File: config.mk
export PLATFORM = sky130hd
export DESIGN_NAME = exec_ctx_guard
export DESIGN_NICKNAME = d
export VERILOG_FILES = /design/src/rtl/exec_ctx_guard.sv
export SDC_FILE = /design/constraint.sdc
export NUM_CORES = 1
export LEC_CHECK = 0
export BUFFER_PORTS_ARGS = -buffer_cell sky130_fd_sc_hd__clkbuf_2
export CAP_MARGIN = 25
export CORE_MARGIN = 4
export CORE_UTILIZATION = 26
export DETAILED_ROUTE_END_ITERATION = 8
export PLACE_DENSITY = 0.9
export SETUP_SLACK_MARGIN = 0.02
export SYNTH_ARGS = -nofsm -noshare
export SYNTH_HDL_FRONTEND = slang
export SYNTH_SLANG_ARGS = --single-unit
File: constraint.sdc
create_clock -name clk -period 2.8 [get_ports clk]
set_clock_uncertainty 0.05 [all_clocks]
set_input_delay 0.42 -clock clk [delete_from_list [all_inputs] [get_ports clk]]
set_output_delay 0.42 -clock clk [all_outputs]
set_load 0.01 [all_outputs]
File: src/rtl/exec_ctx_guard.sv
module exec_ctx_guard #(
  parameter int ADDR_W = 32,
  parameter int DATA_W = 32,
  parameter logic [ADDR_W-1:0] ROM_BASE  = 32'h0000_1000,
  parameter logic [ADDR_W-1:0] ROM_SIZE  = 32'h0000_2000,
  parameter logic [ADDR_W-1:0] IRQ0_ADDR = 32'hFF00_0000,
  parameter logic [ADDR_W-1:0] IRQ1_ADDR = 32'hFF00_0004
) (
  input  logic              clk,
  input  logic              rst_n,
  input  logic              fetch_valid,
  input  logic [ADDR_W-1:0] fetch_addr,
  input  logic [DATA_W-1:0] rom_rdata,
  input  logic [1:0]        irq_ctx,
  input  logic              mode_wr,
  input  logic              mode_wdata,
  input  logic              bus_wr,
  input  logic [ADDR_W-1:0] bus_addr,
  input  logic [1:0]        irq_ack,
  output logic [DATA_W-1:0] fetch_rdata,
  output logic              fetch_err,
  output logic              fw_ram_en,
  output logic              rom_fetch_en,
  output logic              asset_lock,
  output logic              app_mode,
  output logic [1:0]        irq
);

  localparam logic [1:0] CTX_LO = 2'b01;
  localparam logic [1:0] CTX_HI = 2'b10;
  localparam logic [ADDR_W-1:0] IRQ_ADDR [2] = '{IRQ0_ADDR, IRQ1_ADDR};

  logic [ADDR_W-1:0] rom_off;
  logic              rom_hit;
  logic              app_q;

  assign rom_off = fetch_addr - ROM_BASE;
  assign rom_hit = (fetch_addr >= ROM_BASE) && (rom_off < ROM_SIZE);

  assign fw_ram_en    = !app_mode || (irq_ctx == CTX_HI);
  assign rom_fetch_en = !app_mode || (irq_ctx == CTX_LO) || (irq_ctx == CTX_HI);
  assign fetch_err    = fetch_valid && rom_hit && !rom_fetch_en;
  assign fetch_rdata  = fetch_err ? '0 : rom_rdata;

  always_ff @(posedge clk or negedge rst_n) begin
    if (!rst_n) begin
      app_mode   <= 1'b0;
      app_q      <= 1'b0;
      asset_lock <= 1'b0;
    end else begin
      if (mode_wr)
        app_mode <= mode_wdata;
      else if (fetch_valid && !rom_hit)
        app_mode <= 1'b1;
      app_q <= app_mode;
      if (app_mode && !app_q)
        asset_lock <= 1'b1;
    end
  end

  always_ff @(posedge clk or negedge rst_n) begin
    if (!rst_n) begin
      irq <= '0;
    end else begin
      for (int i = 0; i < 2; i++) begin
        if (bus_wr && bus_addr == IRQ_ADDR[i])
          irq[i] <= 1'b1;
        else if (irq_ack[i])
          irq[i] <= 1'b0;
      end
    end
  end

  p_lock_sticky_r5: assert property (@(posedge clk) disable iff (!rst_n)
    asset_lock |=> asset_lock);

  p_lock_on_rise_r4: assert property (@(posedge clk) disable iff (!rst_n)
    $rose(asset_lock) |-> $past(app_mode && !app_q));

  p_auto_app_r2: assert property (@(posedge clk) disable iff (!rst_n)
    (fetch_valid && !rom_hit && !mode_wr) |=> app_mode);

  p_deny_zero_r8: assert property (@(posedge clk) disable iff (!rst_n)
    fetch_err |-> (fetch_rdata == '0 && rom_hit && app_mode));

  p_irq0_hold_r10: assert property (@(posedge clk) disable iff (!rst_n)
    (irq[0] && !irq_ack[0]) |=> irq[0]);

  p_irq1_hold_r10: assert property (@(posedge clk) disable iff (!rst_n)
    (irq[1] && !irq_ack[1]) |=> irq[1]);

  p_ram_ctx_r6: assert property (@(posedge clk) disable iff (!rst_n)
    (app_mode && irq_ctx != CTX_HI) |-> !fw_ram_en);

endmodule

# [Yosys cells after proc, flatten, opt, wreduce, memory -nomap -nowiden]
# Index checks and enable logic that the tools add are counted.
[op_classes] n_addsub=1 magnitude_cmp=2 n_eq_ne=4 mux=7 n_reduce_logical=17
[ops] cell="equality test 32 bit (second input constant)" n=2
[ops] cell="greater-or-equal comparator 32 x 13 -> 1 bit (second input constant)" n=1
[ops] cell="< comparator 32 x 14 -> 1 bit (second input constant)" n=1
[ops] cell="2-to-1 mux 32 bit" n=1
[ops] cell="subtractor 32 x 13 -> 32 bit (second input constant)" n=1
[ops] cell="logical AND 1 bit" n=7
[ops] cell="2-to-1 mux 1 bit" n=6
[ops] cell="nonzero test 2 bit" n=3
[ops] cell="logical NOT 1 bit" n=4
[ops] cell="logical OR 1 bit" n=3
[ops] cell="equality test 2 x 1 -> 1 bit (second input constant)" n=1
[ops] cell="equality test 2 bit (second input constant)" n=1
[totals] reg_bits=5 input_bits=106 out_inout_bits=39

# [Logic depth before layout (Yosys ltp)]
[depth] depth_word=7 ltp_mapped=9

# [Worst setup path before layout]
# Ideal clock, no wire load.
[synth_path] path_type="input port to output port" startpoint="in fetch_addr[16]" endpoint="out fetch_rdata[10]" arrival_time_ns=1.999 required_ns=2.330 path_slack_ns=0.331 cell_stages=7 path_buffers=2 cell_sequence="nor4_2 > nand3_1 > or4_1 > and4_1 > buf_6 > buf_6 > a21boi_1"
[synth_via] elab_chain_len=6 elab_cells_between_ends=7
[synth_rtl] item="start: declaration" line_no="12" rtl="input logic [ADDR_W-1:0] fetch_addr,"
[synth_rtl] item="subtractor 32 x 13 -> 32 bit" line_no="37" rtl="assign rom_off = fetch_addr - ROM_BASE;"
[synth_rtl] item="< comparator 32 x 14 -> 1 bit" line_no="38" rtl="assign rom_hit = (fetch_addr >= ROM_BASE) && (rom_off < ROM_SIZE);"
[synth_rtl] item="logical AND 1 bit (*)" line_no="38"
[synth_rtl] item="logical AND 1 bit (*) (2 in a row)" line_no="42" rtl="assign fetch_err = fetch_valid && rom_hit && !rom_fetch_en;"
[synth_rtl] item="2-to-1 mux 32 bit (*)" line_no="43" rtl="assign fetch_rdata = fetch_err ? '0 : rom_rdata;"
[synth_rtl] item="end: declaration" line_no="20" rtl="output logic [DATA_W-1:0] fetch_rdata,"
# Every way passes the cells marked *; elsewhere a longest branch is shown, timed or not.

# [Final worst setup path]
[layout_path] startpoint="in fetch_addr[16]" endpoint="out fetch_rdata[24]"
# Same word-level chain as after synthesis.

==> results.toml <==
[cts]
cts.sinks = 5
cts_root_buf = "clkbuf_4"
clock_path_buffers = 2
cts_tree = "built"
numCtsBuffers = 3
htreeDepth = 1
post_cts_buffers = 0
path_clk_slew_ns = 0.05
insertion_delay_ns = 0.24

[logic_synthesis]
yosysSeqAreaShare_pct = 16.0
synthMuxAreaShare_pct = 1.28
synth_nets = 203
synthAdderAreaFrac_pct = 1.60
synthCells = 96
yosys_warnings = 0
synth-xor-area-share_pct = 1.12
yosysTopAreaCell = "a21boi_1"
yosys.cell_types.count = 34
synth_area_leaders = "a21boi_1, dfrtp_1, buf_6"
syn_area_per_cell_um2 = 8.13
synth_top_family_by_area = "compound AO/OA/AOI/OAI gates"
synth_compound_area_share_pct = 40.4
syn_area_um2 = 781
synth-seq-cells = 5
synthSimpleGateAreaFrac_pct = 29.0
synth_top_area_share_pct = 26.0

[layout]
antenna_cells = 0
register_area_um2 = 125
nFillCells = 280
drive_gt1_share_pct = 63.8
layout.nets = 340
multiInputGateArea_um2 = 588
area_growth_pct = 96.5
stdcell_area_mm2 = 0.00153

[grt]
grt_pass1_vias = 1223
grt_pass1_wl_um = 5280
grtUsageTotal_pct = 16.0
grt_start_max_net_pins = 24
overflow = 0
antenna_found_initial = 0

[detailed_routing]
drtPass1Iterations = 3
routedWlPerCell_um = 12.6
routed_wl_um = 3310
drc_errors = 0
antenna_left = 0
drt-vias-per-instance = 4.70
drt_iter0_drc = 29
routed-via-count = 1237

[timing]
tns_ns = 0
rsz0062_at_grt = "no"
setup_violations = 0
tightest_slew_ns = 0.266
finalCriticalPeriod_ns = 2.67
fmax_mhz = 374
slew_violations = 0
relSlewSlack_pct = 82.1
fin_crit_sh_pct = 95.4
finalHoldViolCount = 0

[placement]
post-dp-hpwl_um = 2890
numPortBuffers = 132
gp_congestion = 0.818
placed_area_mm2 = 0.00148

[setup_path]
critPathArrivalTime_ns = 2.20
cpMaxStageDelayCell = "or4_1"
crit_top_cell = "clkbuf_2"
required_ns = 2.33
rrSetupSlack_ns = 1.96
endpoint_kind = "output port"
crit_buf_inv = 3
crit_chain = "clkbuf_2 -> nor4_4 -> nand3_1 -> or4_1 -> and4_1 -> buf_4 -> a21boi_1 -> clkbuf_2"
critPathTopFamily = "simple AND/OR/NAND/NOR gates"
critPathKind = "primary input to output port"
critPathLaunchType = "primary input"
critical-path-max-stage-delay_ns = 0.47
cp_max_fo = 11

[die]
design.core.area_mm2 = 0.00281
start_util_pct = 27.8
io_pins = 145
die_y_um = 62.8
die_w_um = 62.8
dieArea_mm2 = 0.00394
rows = 19

[run_status]
status = "complete, no violations"

[power_and_ir_drop]
p_leak_nw = 0.865
report.power.total_mw = 0.330
clock_power_share_pct = 24.4
p_switching_mw = 0.109
pwr_density_cell_mw_per_mm2 = 215
sequentialPowerShare_pct = 23.6
p_comb_share_pct = 51.9
peakVddDrop_uv = 81.7
swShare_pct = 33.0
p_int_mw = 0.221

[worst_hold_path]
hold_class = "primary input to flop"

[job]
cap_violations = 0
## metrics by stage
step	std cells	hold WS [ns]	util (%)	worst slack (ns)
2_1_floorplan	96	0.0744	-	0.331
3_3_place_gp	258	0.186	52.8	0.135
3_5_place_dp	258	0.192	52.8	0.0914
4_1_cts	263	0.311	54.1	0.0910
5_1_grt	263	0.322	54.7	0.0202
6_report	263	0.321	54.7	0.129
## logic make-up after synthesis
group	count (synthesis)
AO/OA/AOI/OAI	41
AND/OR/NAND/NOR	33
adder cells (fa/ha/maj)	1
buffers and inverters	14
XOR/XNOR	1
flip-flops	5
multiplexers	1
## metal layers
metal / vias up / wire [µm] / global-route usage (%)
li1: 645 / - / -
met1: 536 / 1230 / 18.0
met2: 54 / 1820 / 30.5
met3: 2 / 228 / 1.80
met4: 0 / 34 / 5.79
met5: - / 0 / 0
## power by group through the flow
stage          Clock [mW]  Combinational (mW)  Sequential (mW)
6_report           0.0806               0.171           0.0779
2_1_floorplan           0              0.0627           0.0790
4_1_cts            0.0839               0.170           0.0780
5_1_grt            0.0873               0.191           0.0784
3_3_place_gp            0               0.165           0.0787
3_5_place_dp            0               0.168           0.0790
## Yosys cell counts, drive strengths merged
master	instances
nor2	1
a21o	1
and2	1
o22ai	2
nand4	5
mux2i	1
nand3b	1
o21ai	2
ha	1
buf	4
o31ai	1
nor4b	2
nand3	1
or2	1
dfrtp	5
nor4	9
nand2b	1
or3	3
a221oi	1
nand2	3
a41o	1
nor3	1
and3	1
clkbuf	3
inv	7
xnor2	1
and4	1
a21boi	32
or4	2
o211ai	1
## placed cells by master (no fill, tap or decap), types with 2 or more instances in the layout
cell type,n
o21ai_0,2
a21boi_1,28
o22ai_1,2
nand4_1,5
or3_1,3
or4_1,2
nor4_1,7
nand2_1,3
dfrtp_1,5
inv_1,7
clkbuf_4,3
a21boi_2,3
clkbuf_2,132
buf_4,5
nor4_4,2
## state kept, by name (all words and copies together) (netlist names)
name	cells
app_mode	1
irq	2
app_q	1
asset_lock	1
## cell type report
class	count	share of cell area [%]
timing repair buffer	139	47.5
multi-input combinational	77	38.3
tap	31	2.53
clock inverter	1	0.326
sequential	5	8.16
inverter	7	1.71
clock buffer	3	1.47
## final timing paths
check | end | cells after the start | startpoint
max | fetch_rdata[24] | 8 | fetch_addr[16]
min in group asynchronous | app_q$_DFF_PN0_ | 2 | rst_n
min | irq[0]$_DFFE_PN0P_ | 2 | bus_addr[2]
min reg2reg | asset_lock$_DFFE_PN0P_ | 1 | asset_lock$_DFFE_PN0P_
max reg2reg | app_mode$_DFFE_PN0P_ | 2 | app_mode$_DFFE_PN0P_
max in group asynchronous | app_mode$_DFFE_PN0P_ | 2 | rst_n
## repair_timing
item,CTS,global route
setup endpoints to repair,0,11
endpoints found under the hold margin,5,0
hold buffers,1,0
gates resized for setup,0,3
(Power assumes the default switching activity.)
